**src/rtl/opsh_pkg.sv**
```systemverilog
package opsh_pkg;

   typedef enum logic [1:0] {
      SH_LSL = 2'b00,
      SH_LSR = 2'b01,
      SH_ASR = 2'b10,
      SH_ROR = 2'b11
   } shift_kind_e;

   // Special-count classes resolved before the barrel.
   typedef struct packed {
      logic pass;   // count of zero
      logic full;   // count equal to the word width (or rotate wrap)
      logic over;   // count beyond the word width
   } amt_class_t;

endpackage

```
**src/rtl/opsh_rotr.sv**
```systemverilog
module opsh_rotr #(
   parameter int unsigned W    = 32,
   parameter int unsigned SH_W = 5
) (
   input  logic [W-1:0]    din,
   input  logic [SH_W-1:0] amt,
   output logic [W-1:0]    dout
);

   if ((1 << SH_W) > W) begin : g_bad_width
      $error("opsh_rotr: rotate span exceeds word width");
   end

   logic [W-1:0] stage [0:SH_W];

   assign stage[0] = din;

   for (genvar k = 0; k < SH_W; k++) begin : g_stage
      localparam int unsigned STEP = 1 << k;
      assign stage[k+1] = amt[k] ? {stage[k][STEP-1:0], stage[k][W-1:STEP]}
                                 : stage[k];
   end

   assign dout = stage[SH_W];

endmodule

```
**src/rtl/opsh_amount.sv**
```systemverilog
module opsh_amount
   import opsh_pkg::*;
#(
   parameter int unsigned DATA_W = 32,
   parameter int unsigned AMT_W  = 5,
   parameter int unsigned AREG_W = 8
) (
   input  logic              from_reg,
   input  logic [AMT_W-1:0]  field,
   input  logic [AREG_W-1:0] reg_low,
   input  shift_kind_e       kind,
   output logic [AMT_W-1:0]  n,
   output amt_class_t        cls
);

   if (AREG_W <= AMT_W) begin : g_bad_areg
      $error("opsh_amount: register count must be wider than field count");
   end

   localparam logic [AREG_W-1:0] FULL_CNT = AREG_W'(DATA_W);

   always_comb begin
      cls = '0;
      if (!from_reg) begin
         n        = field;
         cls.pass = (field == '0);
      end else begin
         n        = reg_low[AMT_W-1:0];
         cls.pass = (reg_low == '0);
         if (kind == SH_ROR) begin
            cls.full = (reg_low != '0) && (n == '0);
         end else begin
            cls.full = (reg_low == FULL_CNT);
            cls.over = (reg_low >  FULL_CNT);
         end
      end
   end

endmodule

```
**src/rtl/opsh_core.sv**
```systemverilog
module opsh_core
   import opsh_pkg::*;
#(
   parameter int unsigned DATA_W = 32,
   parameter int unsigned AMT_W  = 5
) (
   input  logic [DATA_W-1:0] src,
   input  shift_kind_e       kind,
   input  logic [AMT_W-1:0]  n,
   input  amt_class_t        cls,
   input  logic              carry_in,
   output logic [DATA_W-1:0] res,
   output logic              cout
);

   localparam int unsigned MSB = DATA_W - 1;

   logic [AMT_W-1:0]  rot_amt;
   logic [DATA_W-1:0] rotated;
   logic [DATA_W-1:0] lmask;
   logic [DATA_W-1:0] rmask;
   logic              sgn;

   // A left shift by n is a right rotate by (width - n) followed by a mask.
   assign rot_amt = (kind == SH_LSL) ? (AMT_W'(0) - n) : n;
   assign lmask   = {DATA_W{1'b1}} << n;
   assign rmask   = {DATA_W{1'b1}} >> n;
   assign sgn     = src[MSB];

   opsh_rotr #(.W(DATA_W), .SH_W(AMT_W)) i_rot (
      .din  (src),
      .amt  (rot_amt),
      .dout (rotated)
   );

   always_comb begin
      res  = rotated;
      cout = src[AMT_W'(n - 1'b1)];
      unique case (kind)
         SH_LSL: begin
            res  = rotated & lmask;
            cout = src[rot_amt];
         end
         SH_LSR: res = rotated & rmask;
         SH_ASR: res = (rotated & rmask) | (sgn ? ~rmask : '0);
         SH_ROR: res = rotated;
         default: res = rotated;
      endcase

      if (cls.pass) begin
         res  = src;
         cout = carry_in;
      end else if (cls.full) begin
         unique case (kind)
            SH_LSL:  begin res = '0;               cout = src[0]; end
            SH_LSR:  begin res = '0;               cout = sgn;    end
            SH_ASR:  begin res = {DATA_W{sgn}};    cout = sgn;    end
            default: begin res = src;              cout = sgn;    end
         endcase
      end else if (cls.over) begin
         if (kind == SH_ASR) begin
            res  = {DATA_W{sgn}};
            cout = sgn;
         end else begin
            res  = '0;
            cout = 1'b0;
         end
      end
   end

endmodule

```
**src/rtl/opsh_operand_unit.sv**
```systemverilog
module opsh_operand_unit
   import opsh_pkg::*;
#(
   parameter int unsigned DATA_W = 32,
   parameter int unsigned IMM_W  = 8,
   parameter int unsigned ROT_W  = 4,
   parameter int unsigned AREG_W = 8
) (
   input  logic              use_imm,
   input  logic [7:0]        imm_byte,
   input  logic [3:0]        imm_rot,
   input  logic [1:0]        shift_kind,
   input  logic              amt_from_reg,
   input  logic [4:0]        amt_field,
   input  logic [31:0]       src_value,
   input  logic [31:0]       amt_reg,
   input  logic              carry_in,
   output logic [31:0]       operand_out,
   output logic              carry_out
);

   localparam int unsigned AMT_W = $clog2(DATA_W);
   localparam int unsigned MSB   = DATA_W - 1;

   if (DATA_W != 32 || IMM_W != 8 || ROT_W != 4 || AMT_W != 5) begin : g_bad_ports
      $error("opsh_operand_unit: port widths are fixed at the default geometry");
   end
   if ((1 << AMT_W) != DATA_W) begin : g_bad_pow2
      $error("opsh_operand_unit: DATA_W must be a power of two");
   end
   if (ROT_W + 1 > AMT_W) begin : g_bad_rot
      $error("opsh_operand_unit: doubled rotate field exceeds count width");
   end
   if (AREG_W > DATA_W) begin : g_bad_areg
      $error("opsh_operand_unit: count byte wider than the register");
   end

   // Immediate path
   logic [DATA_W-1:0] imm_val;
   logic              imm_c;

   opsh_rotr #(.W(DATA_W), .SH_W(AMT_W)) i_imm_rot (
      .din  (DATA_W'(imm_byte)),
      .amt  (AMT_W'({imm_rot, 1'b0})),
      .dout (imm_val)
   );

   assign imm_c = (imm_rot == '0) ? carry_in : imm_val[MSB];

   // Register path
   shift_kind_e       kind;
   logic [AMT_W-1:0]  cnt;
   amt_class_t        cls;
   logic [DATA_W-1:0] reg_val;
   logic              reg_c;

   assign kind = shift_kind_e'(shift_kind);

   opsh_amount #(.DATA_W(DATA_W), .AMT_W(AMT_W), .AREG_W(AREG_W)) i_amount (
      .from_reg (amt_from_reg),
      .field    (amt_field),
      .reg_low  (amt_reg[AREG_W-1:0]),
      .kind     (kind),
      .n        (cnt),
      .cls      (cls)
   );

   opsh_core #(.DATA_W(DATA_W), .AMT_W(AMT_W)) i_core (
      .src      (src_value),
      .kind     (kind),
      .n        (cnt),
      .cls      (cls),
      .carry_in (carry_in),
      .res      (reg_val),
      .cout     (reg_c)
   );

   assign operand_out = use_imm ? imm_val : reg_val;
   assign carry_out   = use_imm ? imm_c   : reg_c;

endmodule

```
**config.mk**
```make
export PLATFORM = sky130hd
export DESIGN_NAME = opsh_operand_unit
export DESIGN_NICKNAME = d
export VERILOG_FILES = /design/src/rtl/opsh_pkg.sv /design/src/rtl/opsh_rotr.sv /design/src/rtl/opsh_amount.sv /design/src/rtl/opsh_core.sv /design/src/rtl/opsh_operand_unit.sv
export SDC_FILE = /design/constraint.sdc
export NUM_CORES = 1
export LEC_CHECK = 0
export BUFFER_PORTS_ARGS = -buffer_cell sky130_fd_sc_hd__buf_2
export CORE_ASPECT_RATIO = 2
export CORE_MARGIN = 1
export CORE_UTILIZATION = 35
export DETAILED_ROUTE_END_ITERATION = 6
export PLACE_DENSITY = 0.53
export SYNTH_ARGS = -nofsm -noshare
export SYNTH_HDL_FRONTEND = slang
export SYNTH_SLANG_ARGS = --single-unit
```
**constraint.sdc**
```tcl
create_clock -name vclk -period 7.2
set_input_delay 1.44 -clock vclk [all_inputs]
set_output_delay 1.44 -clock vclk [all_outputs]
set_load 0.05 [all_outputs]
```
==> results of run 1 <==
[per-stage QoR]
step	hold slack, ps	area [µm²]	worst slack [ps]	util (%)	instances
finish	3480	6450	351	41.1	1057
global route	3480	6450	145	41.1	1057
CTS	3470	6450	460	41.1	1057
detailed placement	3470	6450	462	41.1	1057
global placement	3480	6450	456	41.1	1057
floorplan	3180	5630	27.4	-	783
[how the worst max path moves through the flow]
stage | slack, ps | cells past startpoint | endpoint
floorplan | 30 | 16 | operand_out[3]
global placement | 460 | 15 | operand_out[14]
detailed placement | 460 | 15 | operand_out[14]
CTS | 460 | 15 | operand_out[14]
global route | 150 | 14 | operand_out[10]
finish | 350 | 14 | operand_out[10]
[worst max-delay path: stages]
cell,delay [ps]
buf_2,270
mux2i_4,410
ha_1,250
inv_1,60
ha_1,340
or3_1,360
o21ai_2,140
buf_4,250
mux2i_1,140
mux4_2,540
a211oi_1,640
a311oi_1,110
nor2_1,150
buf_2,280
[synthesized netlist by cell type (all sizes together), types with 5 or more instances]
cell type	count
xnor2	6
a21o	7
and2	6
mux2i	121
a211oi	9
nand2	76
a221oi	9
buf	36
a21oi	87
clkbuf	35
nor2	75
o31ai	5
and3	5
o21ai	57
mux4	29
mux2	21
a2111oi	6
inv	6
nand4	5
nand3	33
a31oi	12
o22ai	26
nor3	14
a311oi	5
maj3	5
nand2b	7
a22oi	13
[logic make-up after synthesis]
| family | after synthesis | synth area share (%) |
|---|---|---|
| simple gates | 243 | 20.0 |
| buf+inv | 78 | 6.57 |
| fa+ha+maj | 9 | 1.79 |
| mux | 171 | 38.3 |
| xor+xnor | 7 | 1.90 |
| compound gates | 275 | 31.4 |
[power breakdown]
| part | total, mW | internal [mW] | switching [mW] |
|---|---|---|---|
| combinational | 0.887 | 0.305 | 0.582 |
| clock | 0 | 0 | 0 |
| sequential | 0 | 0 | 0 |
[metal layers]
metal  up-vias  share of wire, %
met1      3556                35
met3       158               6.2
met4         0               9.5
met5         -                 0
met2       461                49
li1       3206                 -
[area by class of cell]
cell class	instances	area share, %
Timing Repair Buffer	144	13.5
Inverter	7	0.407
Multi-Input combinational cell	705	82.2
Tap cell	201	3.90
==> flow_metrics.env, run 1 <==
export IMPL_status="finished, final reports clean"
export IMPL_place_congestion=1.05
export IMPL_met2_usage_pct=66.9
export IMPL_drive_gt1_share_pct=25.9
export IMPL_setup_viol=0
export IMPL_ioPinCount=119
export IMPL_core_mm2=0.0157
export IMPL_leakage_nw=2.71
export IMPL_yosysSeqAreaShare_pct=0
export IMPL_cellPowerDensity_mw_per_mm2=137
export IMPL_yosys_warnings=0
export IMPL_syn_inst=783
export IMPL_p_total_mw=0.887
export IMPL_min_delay_path_class="in2out"
export IMPL_min_from="src_value[21]"
export IMPL_viasPerCell=6.98
export IMPL_grt_pass1_wl_mm=47.3
export IMPL_die_y_um=181
export IMPL_synth_nets=873
export IMPL_remaining_drc_errors=0
export IMPL_clock_fmax_ghz=0.146
export IMPL_max_cap_viol_count=0
export IMPL_antenna_found_initial=0
export IMPL_slew_headroom_pct=31.9
export IMPL_grt_total_usage_pct=38.5
export IMPL_n_fill_cell=1734
export IMPL_floorplan_initialDensity_pct=35.7
export IMPL_synth_area_leader_cell="mux2i_1"
export IMPL_min_to="operand_out[21]"
export IMPL_placementRows=65
export IMPL_cp_required_ps=5760
export IMPL_post_cts_repair_setup_buffers=0
export IMPL_start_kind="primary input"
export IMPL_grt_busiest_layer="met2"
export IMPL_regArea_um2=0
export IMPL_areaGrowthSynthToFinish_pct=15.3
export IMPL_dr_first_iter_drc_count=738
export IMPL_cts_resized=0
export IMPL_via_count=7381
export IMPL_most_common_layout_cells="mux2i_1, buf_2, a21oi_1"
export IMPL_rsz0062_at_grt="false"
export IMPL_finalMaxSlewViolations=0
export IMPL_post_route_min_period_ps=6850
export IMPL_met3_usage_pct=3.79
export IMPL_peakVddDrop_mv=0.0558
export IMPL_routed_wl_mm=32.5
export IMPL_finalNetCount=948
export IMPL_diodes=0
export IMPL_tightestPinTransition_ps=1020
export IMPL_grt_overflow=0
export IMPL_numPortBuffers=95
export IMPL_postSynthAreaPerCell_um2=7.15
export IMPL_dieArea_mm2=0.0165
export IMPL_netlist_area_mm2=0.00560
export IMPL_ant_nets=0
export IMPL_seq_cell_count=0
export IMPL_cp_startpoint="amt_from_reg"
export IMPL_critPathCaptureType="output port"
export IMPL_fin_crit_sh_pct=95.1
export IMPL_worstPathArrival_ps=5410
export IMPL_grt_max_degree=31
export IMPL_synth_cell_types=79
export IMPL_dpl_hpwl_mm=25.4
export IMPL_hold_depth=4
export IMPL_synth_top_area_share_pct=20.9
export IMPL_multiInputGateArea_mm2=0.00531
export IMPL_netlist_top_cells_area="mux2i_1, mux4_2, a21oi_1"
export IMPL_hold_viol=0
export IMPL_use_met1_pct=42.6
export IMPL_final_common_cell="mux2i_1"
export IMPL_tns_ps=0
export IMPL_crit_path_max_fanout=10
export IMPL_n_clock_buffer=0
export IMPL_dr_pass1_iters=5
export IMPL_wire_per_inst_um=30.7
export IMPL_fp_dieW_um=91.4
export IMPL_grt_pass1_vias=7240
export IMPL_cts_hold_buf=0
export IMPL_critPathKind="in2out"
Note: power is estimated with default switching activity, not from simulation.
==> run 2, diff against run 1 <==
- CAP_MARGIN: unset -> 20
- MAX_ROUTING_LAYER: unset -> met4
- REMOVE_ABC_BUFFERS: unset -> 1
==> run 2 against run 1 <==
Worst setup slack lost 120 ps. Sequential share of layout area did not move. Die area unchanged. Power is 2.4% lower. Worst hold slack worse by 6.8 ps. Critical path depth is the same. Clock-buffer cell count unchanged. Core utilization fell by 0.28 points. Global-route usage shrank 0.39 points. Via count fell by 0.92%. Critical endpoint is now operand_out[26]. Largest cell class unchanged.
==> flow_metrics.env, run 2 (synthesis gave the netlist of run 1 again) <==
export IMPL_start_kind="primary input"
export IMPL_hold_viol=0
export IMPL_dp_slack_ps=292
export IMPL_status="finished, final reports clean"
export IMPL_met1_length_mm=10.6
export IMPL_finalMaxSlewViolations=0
export IMPL_clockPowerShare_pct=0
export IMPL_wire_per_inst_um=29.5
export IMPL_power_internal_mw=0.300
export IMPL_most_common_layout_cells="mux2i_1, buf_2, a21oi_1"
export IMPL_p_switching_mw=0.566
export IMPL_worstPathArrival_ps=5530
export IMPL_regArea_um2=0
export IMPL_n_clock_buffer=0
export IMPL_utilization_pct=40.8
export IMPL_min_delay_path_class="in2out"
export IMPL_switching_share_pct=65.4
export IMPL_setup_viol=0
export IMPL_grt_pass1_vias=7129
export IMPL_ioPinCount=119
export IMPL_routed_top_layer="met4"
export IMPL_post_route_min_period_ps=6970
export IMPL_viasPerCell=6.94
export IMPL_power_frac_seq_pct=0
export IMPL_final_common_cell="mux2i_1"
export IMPL_diodes=0
export IMPL_grt_overflow=0
export IMPL_fin_crit_sh_pct=96.8
export IMPL_finalNetCount=945
export IMPL_dieArea_mm2=0.0165
export IMPL_numPortBuffers=95
export IMPL_place_congestion=1.03
export IMPL_grt_max_degree=36
export IMPL_floorplan_initialDensity_pct=35.7
export IMPL_dpl_hpwl_mm=24.8
export IMPL_drive_gt1_share_pct=25.3
export IMPL_dr_first_iter_drc_count=599
export IMPL_routed_wl_met2_mm=15.5
export IMPL_cts_resized=0
export IMPL_crit_chain="buf_2, mux2i_4, ha_1, inv_1, ha_1, or3_1, o21ai_2, buf_4, mux2i_1, mux2i_1, mux2_2, a31oi_1, o21ai_0, buf_2"
export IMPL_cp_required_ps=5760
export IMPL_max_cap_viol_count=0
export IMPL_rsz0062_at_grt="false"
export IMPL_leakage_nw=2.68
export IMPL_critPathCaptureType="output port"
export IMPL_grt_total_usage_pct=38.1
export IMPL_placementRows=65
export IMPL_die_y_um=181
export IMPL_antenna_found_initial=0
export IMPL_peakVddDrop_mv=0.0574
export IMPL_post_dp_cell_area_mm2=0.00640
export IMPL_slew_headroom_pct=39.3
export IMPL_clock_fmax_ghz=0.144
export IMPL_tightestPinTransition_ps=908
export IMPL_via_count=7313
export IMPL_cp_slowest_cell="a31oi_1"
export IMPL_fp_dieW_um=91.4
export IMPL_critPathMaxStageDelay_ps=480
export IMPL_grt_pass1_wl_mm=45.7
export IMPL_remaining_drc_errors=0
export IMPL_design_area_mm2=0.00641
export IMPL_routed_wl_mm=31.1
export IMPL_seq_cell_count=0
export IMPL_dr_pass1_iters=5
export IMPL_core_mm2=0.0157
export IMPL_cts_hold_buf=0
export IMPL_cellPowerDensity_mw_per_mm2=135
export IMPL_critPathKind="in2out"
export IMPL_post_cts_repair_setup_buffers=0
export IMPL_wl_met3_mm=2.01
export IMPL_pwr_share_comb_pct=100.0
export IMPL_crit_path_max_fanout=11
export IMPL_n_fill_cell=1740
export IMPL_ant_nets=0
export IMPL_layout_setup_ws_ps=233
export IMPL_hold_slack_ps=3470
export IMPL_areaGrowthSynthToFinish_pct=14.5
export IMPL_hold_depth=4
## run 2: cell types whose count changed in the layout (fill, tap and decap cells not counted), sizes merged
| cell | previous run | this run |
|---|---|---|
| buf | 144 | 141 |
## run 2: routing by layer
metal / up-vias / GRT usage, %
li1: 3192 / -
met4: 0 / 27.6
met1: 3490 / 39.7
met2: 472 / 66.6
met3: 159 / 2.78
met5: - / -
## run 2: per-stage QoR
stage | power, mW | setup TNS [ps] | instances
2_1_floorplan | 0.552 | -22810 | 712
4_1_cts | 0.846 | 0 | 1054
5_1_grt | 0.905 | 0 | 1054
3_3_place_gp | 0.844 | 0 | 1054
6_report | 0.865 | 0 | 1054
3_5_place_dp | 0.843 | 0 | 1054
## run 2: final cells by class
class / count / area (µm²) / area share [%]
tap: 201 / 251 / 3.92
multi-input combinational: 705 / 5290 / 82.5
inverter: 7 / 26.3 / 0.410
timing repair buffer: 141 / 846 / 13.2
## run 2: worst max-delay path, delay by kind of cell
| family | cells | cell delay [ps] |
|---|---|---|
| mux | 4 | 1160 |
| fa+ha+maj | 2 | 610 |
| simple gates | 1 | 380 |
| compound gates | 3 | 990 |
| buf+inv | 4 | 920 |
## run 2: path summary, 6_finish.rpt
check / start / endpoint / slack (ps)
setup / recovery: amt_from_reg / operand_out[26] / 230
hold / removal: src_value[20] / operand_out[20] / 3470
## run 2: power by group through the flow
stage	Clock, mW	Sequential, mW	Combinational (mW)
2_1_floorplan	0	0	0.552
3_3_place_gp	0	0	0.844
3_5_place_dp	0	0	0.843
6_report	0	0	0.865
4_1_cts	0	0	0.846
5_1_grt	0	0	0.905
==> run 3, diff against run 2 <==
- RECOVER_POWER: unset -> 50
==> run 3 against run 2 <==
Power down 0.31%. Design area down 0.25%. Combinational power about the same. Clock-buffer cell count unchanged. Maximum frequency up 0.36%. Worst setup slack better by 25 ps. Non-clock buffer count unchanged. Critical path depth up 1. Sequential share of layout area unchanged.
==> flow_metrics.env, run 3 (synthesis gave the netlist of run 1 again) <==
export IMPL_status="finished, final reports clean"
export IMPL_cp_required_ps=5760
export IMPL_post_cts_repair_setup_buffers=0
export IMPL_grt_total_usage_pct=38.1
export IMPL_dr_pass1_iters=6
export IMPL_rsz0062_at_grt="false"
export IMPL_routed_wl_mm=31.1
export IMPL_placementRows=65
export IMPL_pwr_share_comb_pct=100.0
export IMPL_via_count=7339
export IMPL_crit_chain="buf_2, mux2i_4, ha_1, inv_1, ha_1, or3_1, a21boi_4, buf_12, mux2i_1, mux2i_1, mux2i_1, mux2i_1, mux2i_1, o31ai_1, clkbuf_1"
export IMPL_finalNonFillerCells=1054
export IMPL_drive_gt1_share_pct=23.8
export IMPL_finalNetCount=945
export IMPL_final_common_cell="mux2i_1"
export IMPL_power_frac_seq_pct=0
export IMPL_regArea_um2=0
export IMPL_dieArea_mm2=0.0165
export IMPL_cp_slowest_cell="clkbuf_1"
export IMPL_design_area_mm2=0.00639
export IMPL_dr_first_iter_drc_count=629
export IMPL_fp_dieW_um=91.4
export IMPL_n_fill_cell=1743
export IMPL_viasPerCell=6.96
export IMPL_switching_share_pct=65.6
export IMPL_p_total_mw=0.863
export IMPL_grt_pass1_wl_mm=45.7
export IMPL_placedCellCount=1054
export IMPL_place_congestion=1.03
export IMPL_leakage_nw=2.63
export IMPL_die_y_um=181
export IMPL_path_common_cell="mux2i_1"
export IMPL_ioPinCount=119
export IMPL_areaGrowthSynthToFinish_pct=14.2
export IMPL_n_clock_buffer=0
export IMPL_most_common_layout_cells="mux2i_1, a21oi_1, buf_2"
export IMPL_cts_resized=0
export IMPL_seq_cell_count=0
export IMPL_grt_max_degree=36
export IMPL_post_route_min_period_ps=6940
export IMPL_post_dp_cell_area_mm2=0.00640
export IMPL_power_internal_mw=0.296
export IMPL_max_cap_viol_count=0
export IMPL_hold_depth=4
export IMPL_p_switching_mw=0.566
export IMPL_min_delay_path_class="in2out"
export IMPL_finalMaxSlewViolations=0
export IMPL_hold_viol=0
export IMPL_ant_nets=0
export IMPL_fin_crit_sh_pct=96.4
export IMPL_antenna_found_initial=0
export IMPL_cellPowerDensity_mw_per_mm2=135
export IMPL_dpl_hpwl_mm=24.8
export IMPL_clock_fmax_ghz=0.144
export IMPL_routed_top_layer="met4"
export IMPL_routed_wl_met2_mm=15.4
export IMPL_worstPathArrival_ps=5500
export IMPL_slew_headroom_pct=39.1
export IMPL_min_from="src_value[20]"
export IMPL_met1_length_mm=10.6
export IMPL_peakVddDrop_mv=0.0575
export IMPL_crit_path_max_fanout=32
export IMPL_cts_hold_buf=0
export IMPL_wire_per_inst_um=29.5
export IMPL_tightestPinTransition_ps=911
export IMPL_critPathMaxStageDelay_ps=520
export IMPL_min_to="operand_out[20]"
export IMPL_clockPowerShare_pct=0
export IMPL_grt_overflow=0
export IMPL_setup_viol=0
export IMPL_start_kind="primary input"
export IMPL_critPathCaptureType="output port"
export IMPL_diodes=0
export IMPL_core_mm2=0.0157
export IMPL_numPortBuffers=95
export IMPL_wl_met3_mm=2.02
export IMPL_floorplan_initialDensity_pct=35.7
export IMPL_critPathKind="in2out"
export IMPL_remaining_drc_errors=0
export IMPL_grt_pass1_vias=7129
-- run 3: cell count changes in the layout (fill, tap and decap cells not counted) --
cell,before,now
buf_2,95,82
clkbuf_1,0,13
-- run 3: layer usage --
metal / GRT usage (%) / up-vias
li1: - / 3195
met1: 39.7 / 3511
met4: 27.6 / 0
met5: - / -
met3: 2.78 / 154
met2: 66.6 / 479
-- run 3: metrics by stage --
| stage | util (%) | hold slack [ps] | worst slack [ps] | setup TNS (ps) |
|---|---|---|---|---|
| after floorplan | - | 3070 | -1410 | -22810 |
| after detailed placement | 40.8 | 3460 | 292 | 0 |
| final | 40.7 | 3470 | 258 | 0 |
| after global placement | 40.8 | 3460 | 315 | 0 |
| after global routing | 40.7 | 3480 | 95.7 | 0 |
| after CTS | 40.8 | 3460 | 284 | 0 |
-- run 3: worst max-delay path by stage --
stage          cells past startpoint    startpoint  slack [ps]              end
2_1_floorplan                     12  amt_from_reg       -1410  operand_out[19]
3_3_place_gp                      14  amt_from_reg         310  operand_out[10]
3_5_place_dp                      14  amt_from_reg         290  operand_out[10]
4_1_cts                           14  amt_from_reg         280  operand_out[10]
5_1_grt                           14  amt_from_reg         100  operand_out[26]
6_report                          15  amt_from_reg         260  operand_out[13]
-- run 3: power groups by stage --
stage / combinational [mW] / sequential [mW] / clock, mW
4_1_cts: 0.846 / 0 / 0
5_1_grt: 0.903 / 0 / 0
3_5_place_dp: 0.843 / 0 / 0
2_1_floorplan: 0.552 / 0 / 0
6_report: 0.863 / 0 / 0
3_3_place_gp: 0.844 / 0 / 0
-- run 3: critical path: cells and delay by family --
| kind | cells | cell delay [ps] |
|---|---|---|
| multiplexers | 6 | 1510 |
| AND/OR/NAND/NOR | 1 | 380 |
| adder cells (fa/ha/maj) | 2 | 610 |
| AO/OA/AOI/OAI | 2 | 490 |
| buffers and inverters | 4 | 1050 |
-- run 3: layout make-up --
type / count / area (µm²) / share of cell area, %
multi-input cells: 705 / 5290 / 82.7
repair buffers: 141 / 830 / 13.0
inverters: 7 / 26.3 / 0.411
well taps: 201 / 251 / 3.93
